[src/rtl/skip_test_pkg.sv]
package skip_test_pkg;

    localparam int NIB_W   = 4;
    localparam int OP_W    = 8;
    localparam int BSEL_W  = $clog2(NIB_W);

    localparam logic [OP_W-1:0] OP_PREFIX = 8'h33;
    localparam logic [OP_W-1:0] OP_CARRY  = 8'h20;
    localparam logic [OP_W-1:0] OP_EQUAL  = 8'h21;
    localparam logic [OP_W-1:0] OP_TIMER  = 8'h41;

    typedef enum logic [1:0] {
        ST_IDLE,
        ST_EXT
    } seq_state_e;

    typedef enum logic [2:0] {
        TK_NONE,
        TK_CARRY,
        TK_AEQM,
        TK_MBIT,
        TK_GZERO,
        TK_GBIT,
        TK_TIMER,
        TK_PREFIX
    } test_kind_e;

    // Bit-test codes: low nibble 1 or 3, high nibble 0 or 1.
    function automatic logic is_bit_code(input logic [OP_W-1:0] op);
        return (op[7:5] == 3'b000) && (op[3:2] == 2'b00) && (op[0] == 1'b1);
    endfunction

    // Irregular index: bit 1 of opcode is the high index bit, bit 4 the low.
    function automatic logic [BSEL_W-1:0] bit_code_index(input logic [OP_W-1:0] op);
        return {op[1], op[4]};
    endfunction

endpackage

[src/rtl/stu_decode.sv]
module stu_decode
    import skip_test_pkg::*;
(
    input  logic [OP_W-1:0]   op,
    input  logic              ext_mode,
    output test_kind_e        kind,
    output logic [BSEL_W-1:0] bsel
);

    always_comb begin
        kind = TK_NONE;
        bsel = bit_code_index(op);
        if (ext_mode) begin
            if (op == OP_EQUAL)
                kind = TK_GZERO;
            else if (is_bit_code(op))
                kind = TK_GBIT;
        end else begin
            if (op == OP_PREFIX)
                kind = TK_PREFIX;
            else if (op == OP_CARRY)
                kind = TK_CARRY;
            else if (op == OP_EQUAL)
                kind = TK_AEQM;
            else if (op == OP_TIMER)
                kind = TK_TIMER;
            else if (is_bit_code(op))
                kind = TK_MBIT;
        end
    end

endmodule

[src/rtl/stu_timer_flag.sv]
module stu_timer_flag (
    input  logic clk,
    input  logic rst_n,
    input  logic set_pulse,
    input  logic clear_req,
    output logic flag
);

    // A set in the same cycle as a clear wins.
    always_ff @(posedge clk or negedge rst_n) begin
        if (!rst_n)
            flag <= 1'b0;
        else if (set_pulse)
            flag <= 1'b1;
        else if (clear_req)
            flag <= 1'b0;
    end

endmodule

[src/rtl/stu_eval.sv]
module stu_eval
    import skip_test_pkg::*;
(
    input  test_kind_e        kind,
    input  logic [BSEL_W-1:0] bsel,
    input  logic              carry_in,
    input  logic [NIB_W-1:0]  acc,
    input  logic [NIB_W-1:0]  ram_nib,
    input  logic [NIB_W-1:0]  gport,
    input  logic              timer_flag,
    output logic              take
);

    logic [NIB_W-1:0] ram_zero;
    logic [NIB_W-1:0] g_zero;

    for (genvar i = 0; i < NIB_W; i++) begin : g_bitz
        assign ram_zero[i] = ~ram_nib[i];
        assign g_zero[i]   = ~gport[i];
    end

    always_comb begin
        unique case (kind)
            TK_CARRY:  take = carry_in;
            TK_AEQM:   take = (acc == ram_nib);
            TK_MBIT:   take = ram_zero[bsel];
            TK_GZERO:  take = &g_zero;
            TK_GBIT:   take = g_zero[bsel];
            TK_TIMER:  take = timer_flag;
            TK_PREFIX: take = 1'b0;
            TK_NONE:   take = 1'b0;
            default:   take = 1'b0;
        endcase
    end

endmodule

[src/rtl/skip_test_unit.sv]
module skip_test_unit
    import skip_test_pkg::*;
(
    input  logic             clk,
    input  logic             rst_n,
    input  logic             instr_valid,
    input  logic [7:0]       instr_byte,
    input  logic             carry_in,
    input  logic [3:0]       acc,
    input  logic [3:0]       ram_nib,
    input  logic [3:0]       gport,
    input  logic             tb_carry,
    output logic             skip
);

    seq_state_e        state_q, state_d;
    test_kind_e        kind;
    logic [BSEL_W-1:0] bsel;
    logic              ext_mode;
    logic              cond_true;
    logic              timer_flag;
    logic              timer_clear;
    logic              skip_d;

    assign ext_mode = (state_q == ST_EXT);

    stu_decode u_decode (
        .op       (instr_byte),
        .ext_mode (ext_mode),
        .kind     (kind),
        .bsel     (bsel)
    );

    stu_eval u_eval (
        .kind       (kind),
        .bsel       (bsel),
        .carry_in   (carry_in),
        .acc        (acc),
        .ram_nib    (ram_nib),
        .gport      (gport),
        .timer_flag (timer_flag),
        .take       (cond_true)
    );

    assign timer_clear = instr_valid && (kind == TK_TIMER);

    stu_timer_flag u_tflag (
        .clk       (clk),
        .rst_n     (rst_n),
        .set_pulse (tb_carry),
        .clear_req (timer_clear),
        .flag      (timer_flag)
    );

    // Next-state logic.
    always_comb begin
        state_d = state_q;
        unique case (state_q)
            ST_IDLE: if (instr_valid && kind == TK_PREFIX) state_d = ST_EXT;  // PREFIX_SEEN
            ST_EXT:  if (instr_valid) state_d = ST_IDLE;                      // SECOND_TAKEN / WAIT_SECOND
            default: state_d = ST_IDLE;
        endcase
    end

    // State register.
    always_ff @(posedge clk or negedge rst_n) begin
        if (!rst_n)
            state_q <= ST_IDLE;
        else
            state_q <= state_d;
    end

    // Output logic.
    assign skip_d = instr_valid && cond_true;

    always_ff @(posedge clk or negedge rst_n) begin
        if (!rst_n)
            skip <= 1'b0;
        else
            skip <= skip_d;
    end

endmodule

[config.mk]
export PLATFORM = sky130hd
export DESIGN_NAME = skip_test_unit
export DESIGN_NICKNAME = d
export VERILOG_FILES = /design/src/rtl/skip_test_pkg.sv /design/src/rtl/stu_decode.sv /design/src/rtl/stu_timer_flag.sv /design/src/rtl/stu_eval.sv /design/src/rtl/skip_test_unit.sv
export SDC_FILE = /design/constraint.sdc
export NUM_CORES = 1
export LEC_CHECK = 0
export BUFFER_PORTS_ARGS = -buffer_cell sky130_fd_sc_hd__buf_4
export CAP_MARGIN = 20
export CORE_AREA = 2 2 39 41
export DETAILED_ROUTE_END_ITERATION = 12
export DIE_AREA = 0 0 41 43
export MAX_ROUTING_LAYER = met4
export SYNTH_ARGS = -nofsm -noshare
export SYNTH_HDL_FRONTEND = slang
export SYNTH_SLANG_ARGS = --single-unit
[constraint.sdc]
create_clock -name clk -period 1.95 [get_ports clk]
set_input_delay 0.4875 -clock clk [delete_from_list [all_inputs] [get_ports clk]]
set_output_delay 0.4875 -clock clk [all_outputs]
set_load 0.03 [all_outputs]
==> reports/metrics.cfg, run 1 <==
[yosys]
postSynthAreaPerCell_um2 = 8.25
async_reset_ff_share_pct = 100
yosys_warnings = 0
syn_area_um2 = 404
synth_edf_count = 0
synth_area_leaders = dfrtp_1, mux4_2, xnor2_1
synth_cell_types = 26
seq_area_frac_synth_pct = 18.6
synth_nets = 74
ys_dominant_reg_cell = dfrtp_1
ys_ff_latch = 3
yosys.area.top_type = dfrtp_1
synthCells = 49
yosysTopAreaCellShare_pct = 18.6

[sta]
period_minus_slack_ns = 1.87
holdWs_ns = 0.0326
rsz0062_at_grt = false
report.final.hold_viol_count = 0
slew-limit-headroom_pct = 74.4
final.period_utilization_pct = 96.0
drv_slew = 0
setup_viol = 0
finalWorstSetupSlack_ns = 0.0787
max_freq_ghz = 0.534
worst-slew-pin-transition_ns = 0.375
skew_ns = 0.00514

[worst_setup_path]
critPathArrivalTime_ns = 2.03
reg2reg_slack_ns = 0.09
worstSetupPathType = in -> reg
crit_path_max_fanout = 3
reg2regPathDepth = 4
required_ns = 2.10
startpoint_type = primary input
end_kind = register
regToRegStartpoint = state_q[0]$_DFFE_PN0P_
r2r-end = skip$_DFF_PN0_

[clocking]
ctsHtreeMaxLevel = 1
numCtsBuffers = 3
cts_root_buf = clkbuf_4
clk_latency_ns = 0.23
cts_tree = built
cts.sinks = 3
cts_setup_buffers = 0
path_clk_slew_ns = 0.04
ctsResizeCount = 0
postCtsHoldBufs = 0
cts_max_path_buffers = 2

[power_and_ir_drop]
power_density_nw_per_um2 = 405
leakagePower_nw = 0.246
peakVddDrop_v = 0.000119

[routing]
wl_met3_um = 86
dr_total_vias = 489
viasPerCell = 5.20
top_layer_used = met3
drt-initial-drc-count = 0
routedWlPerCell_um = 12.4
drt_wl_total_um = 1170
firstDrtPassIters = 1
dr_wl_met2_um = 625
wl_met1_um = 457
postRouteAntennaNets = 0
drc = 0

[floorplan]
initial_core_util_pct = 29.2
core_area_um2 = 1380
die_h_um = 43
pin_count = 26
dieArea_um2 = 1760
rows = 14
die_x_um = 41

[cells_and_area]
antennaDiodeCount = 0
layout-drive-gt1-share_pct = 47.4
final_common_cell = buf_4
fin_cells = 94
nets = 104
layout_common_cells = buf_4, nor2_1, xnor2_1
syn2layout_area_growth_pct = 59.8
postLayoutCoreUtil_pct = 46.7
stdcell_area_um2 = 646

[placement]
place.gp.congestion = 0.723
portBuffers = 25
placed_cells = 90
pre_cts_slack_ns = -0.153
placed_area_um2 = 619
hpwl_um = 996

[global_routing]
grt_pass1_wl_um = 1830
gr-usage-all-layers_pct = 15.3
grt_max_degree = 10
grt_remaining_overflow = 0
antenna_found_initial = 0
grt_pass1_vias = 479

[outcome]
status = finished clean

[worst_hold_path]
hp-class = in -> async

[job]
drv_cap = 0

cells in the mapped netlist (2+ instances only):
cell      n
a211oi_1  2
clkbuf_1  2
dfrtp_1   3
mux4_2    2
nand2_1   2
nand2b_1  3
nand4b_1  2
nor2_1    5
nor4_1    2
o21ai_0   3
or3_1     2
or3_2     2
or3b_2    2
or4_1     2
xnor2_1   4
sequential cells by signal, indices dropped and copies added, names as in the netlist:
name          cells
skip              1
state_q           1
u_tflag.flag      1
metrics by stage:
stage	power [W]	TNS (ns)
final	0.000262	0
after global routing	0.000282	0
after CTS	0.000271	0
after detailed placement	0.000153	-0.158
after global placement	0.000153	-0.120
after floorplan	0.0000996	0
worst max-delay path, cell delays in order:
cell and delay (ns):
buf_4 0.11, or4_4 0.53, or3_1 0.31, or4_1 0.40, a31oi_1 0.18
logic make-up after synthesis:
family	after synthesis	synth area share (%)
multiplexers	2	11.1
buffers and inverters	3	2.79
AO/OA/AOI/OAI	10	16.4
flip-flops	3	18.6
XOR/XNOR	4	8.67
AND/OR/NAND/NOR	27	42.4
report_power, final:
part / switching (W) / internal [W] / leakage (nW)
registers: 0.0000000498 / 0.0000627 / 0.0367
clock network: 0.0000331 / 0.0000768 / 0.0150
logic: 0.0000336 / 0.0000553 / 0.194
layer usage:
layer	GRT usage (%)	up-vias
li1	-	251
met1	16.4	220
met2	25.9	18
met3	0	0
met4	10.0	0
met5	-	-
layout make-up:
type	instances	area, um^2
fillers	154	738
repair buffers	27	203
multi-input cells	43	318
well taps	16	20.0
clock buffers	4	26.3
inverters	1	3.75
flip-flops and latches	3	75.1
how the worst max path moves through the flow:
stage	startpoint	end	slack (ns)	cells after the start
4_1_cts	state_q[0]$_DFFE_PN0P_	skip$_DFF_PN0_	0.09	4
3_3_place_gp	instr_byte[7]	skip$_DFF_PN0_	-0.12	5
6_report	instr_byte[7]	skip$_DFF_PN0_	0.08	5
3_5_place_dp	instr_byte[7]	skip$_DFF_PN0_	-0.15	5
2_1_floorplan	instr_byte[7]	skip$_DFF_PN0_	0.01	4
5_1_grt	state_q[0]$_DFFE_PN0P_	skip$_DFF_PN0_	0.02	4
No activity file was read; power rests on OpenSTA's default activity.
==> run 2, diff against run 1 <==
CORE_AREA = 2 2 44 46   (was 2 2 39 41)
DIE_AREA = 0 0 46 48   (was 0 0 41 43)
==> run 2 against run 1 <==
- design area up 0.19%
- critical path type unchanged
- setup slack worse by 0.0026 ns
- clock skew down 0.0029 ns
- register-to-register slack about the same
- largest power group unchanged
- wire length down 0.68%
- largest cell class unchanged
- sequential power about the same
- final cell count up 1.1%
- via count up 1.6%
- clock-buffer cell count unchanged
==> reports/metrics.cfg, run 2 (synthesized netlist as in run 1, its figures left out) <==
[worst_hold_path]
hp-class = in -> async  ; unchanged

[sta]
slew-limit-headroom_pct = 70.4  ; was 74.4%
period_minus_slack_ns = 1.87  ; about the same
skew_ns = 0.00227  ; was 0.00514 ns
final.period_utilization_pct = 96.1  ; was 96.0%
max_freq_ghz = 0.534  ; about the same
worst-slew-pin-transition_ns = 0.433  ; was 0.375 ns
setup_viol = 0  ; unchanged
report.final.hold_viol_count = 0  ; unchanged
drv_slew = 0  ; unchanged
fin_setup_tns_ns = 0  ; unchanged
rsz0062_at_grt = false  ; unchanged
holdWs_ns = 0.0369  ; was 0.0326 ns

[clocking]
cts_root_buf = clkbuf_4  ; unchanged
cts_max_path_buffers = 2  ; unchanged
cts.sinks = 3  ; unchanged
path_clk_slew_ns = 0.04  ; about the same
postCtsHoldBufs = 0  ; unchanged
ctsHtreeMaxLevel = 1  ; unchanged
clk_latency_ns = 0.23  ; about the same
cts_setup_buffers = 0  ; unchanged
ctsResizeCount = 0  ; unchanged
cts_tree = built  ; unchanged
numCtsBuffers = 3  ; unchanged

[floorplan]
dieArea_um2 = 2210  ; was 1760 um^2
die_h_um = 48  ; was 43 um
rows = 15  ; was 14
core_area_um2 = 1690  ; was 1380 um^2
pin_count = 26  ; unchanged
initial_core_util_pct = 23.9  ; was 29.2%
die_x_um = 46  ; was 41 um

[placement]
portBuffers = 25  ; unchanged
placed_cells = 91  ; was 90
hpwl_um = 967  ; was 996 um
placed_area_um2 = 621  ; was 619 um^2
place.gp.congestion = 0.821  ; was 0.723

[global_routing]
met2_usage_pct = 19.2  ; was 25.9%
grt_max_degree = 10  ; unchanged
grt_use_met1_pct = 14.3  ; was 16.4%
met3_usage_pct = 1.13  ; was 0%
gr-usage-all-layers_pct = 12.1  ; was 15.3%
antenna_found_initial = 0  ; unchanged
grt_remaining_overflow = 0  ; unchanged
grt_busiest_layer = met2  ; unchanged
grt_pass1_wl_um = 1810  ; was 1830 um
grt_pass1_vias = 467  ; was 479

[worst_setup_path]
required_ns = 2.10  ; about the same
crit_chain = buf_4 > or4_4 > or3_1 > or4_1 > a31oi_1  ; unchanged
startpoint_type = primary input  ; unchanged
end_kind = register  ; unchanged
cp_slowest_cell = or4_4  ; unchanged
crit_path_max_fanout = 3  ; unchanged
cpPeakStageDelay_ns = 0.54  ; was 0.53 ns
cp_top_family = simple AND/OR/NAND/NOR gates  ; unchanged
worstSetupPathType = in -> reg  ; unchanged
timing.critical_path.buf_inv = 1  ; unchanged
critPathArrivalTime_ns = 2.02  ; was 2.03 ns

[cells_and_area]
reg_top3 = skip x1, state_q x1, u_tflag.flag x1  ; unchanged
nets = 104  ; unchanged
stdcell_area_um2 = 647  ; was 646 um^2
final_common_cell = buf_4  ; unchanged
layout_common_cells = buf_4, nor2_1, xnor2_1  ; unchanged
syn2layout_area_growth_pct = 60.1  ; was 59.8%
fin_cells = 95  ; was 94
layout-drive-gt1-share_pct = 47.4  ; unchanged
antennaDiodeCount = 0  ; unchanged
postLayoutCoreUtil_pct = 38.3  ; was 46.7%

[routing]
firstDrtPassIters = 4  ; was 1
drt_wl_total_um = 1160  ; was 1170 um
drt-initial-drc-count = 4  ; was 0
postRouteAntennaNets = 0  ; unchanged
drc = 0  ; unchanged
dr_total_vias = 497  ; was 489
viasPerCell = 5.23  ; was 5.20
routedWlPerCell_um = 12.2  ; was 12.4 um

[outcome]
status = finished clean  ; unchanged

[power_and_ir_drop]
power_density_nw_per_um2 = 399  ; was 405 nW/um^2
leakagePower_nw = 0.246  ; unchanged
peakVddDrop_v = 0.000193  ; was 0.000119 V

[job]
drv_cap = 0  ; unchanged

-- run 2: cell counts in the layout (fill, tap and decap cells not counted) --
No cell type changed its count.
-- run 2: worst paths after layout --
kind                                          start                  endpoint  slack [ns]  cells after the start
setup reg to reg             state_q[0]$_DFFE_PN0P_            skip$_DFF_PN0_        0.09                      4
setup / recovery                      instr_byte[7]            skip$_DFF_PN0_        0.08                      5
max in group asynchronous                     rst_n    state_q[0]$_DFFE_PN0P_        1.82                      1
min in group clk                           tb_carry  u_tflag.flag$_DFFE_PN0P_        0.44                      2
hold reg to reg            u_tflag.flag$_DFFE_PN0P_  u_tflag.flag$_DFFE_PN0P_        0.53                      2
hold / removal                                rst_n            skip$_DFF_PN0_        0.04                      1
-- run 2: through the flow --
stage | setup WS (ns) | power [W]
after global routing | 0.0226 | 0.000278
after CTS | 0.0849 | 0.000266
after detailed placement | -0.160 | 0.000153
after global placement | -0.118 | 0.000153
final | 0.0760 | 0.000258
after floorplan | 0.0127 | 0.0000996
-- run 2: where the power goes --
part	internal [W]	total [W]	switching [W]
clock	0.0000765	0.000106	0.0000300
combinational	0.0000553	0.0000888	0.0000335
sequential	0.0000628	0.0000628	0.0000000524
total	0.000195	0.000258	0.0000636
-- run 2: area by class of cell --
type | instances | area (um^2)
Clock buffer | 4 | 26.3
Timing Repair Buffer | 27 | 203
Fill cell | 177 | 1040
Sequential cell | 3 | 75.1
Tap cell | 17 | 21.3
Inverter | 1 | 3.75
Multi-Input combinational cell | 43 | 318
-- run 2: per-layer routing --
metal | vias to the layer above | wire length (um)
met2 | 25 | 552
met5 | - | 0
li1 | 252 | -
met3 | 2 | 121
met4 | 0 | 14
met1 | 218 | 473
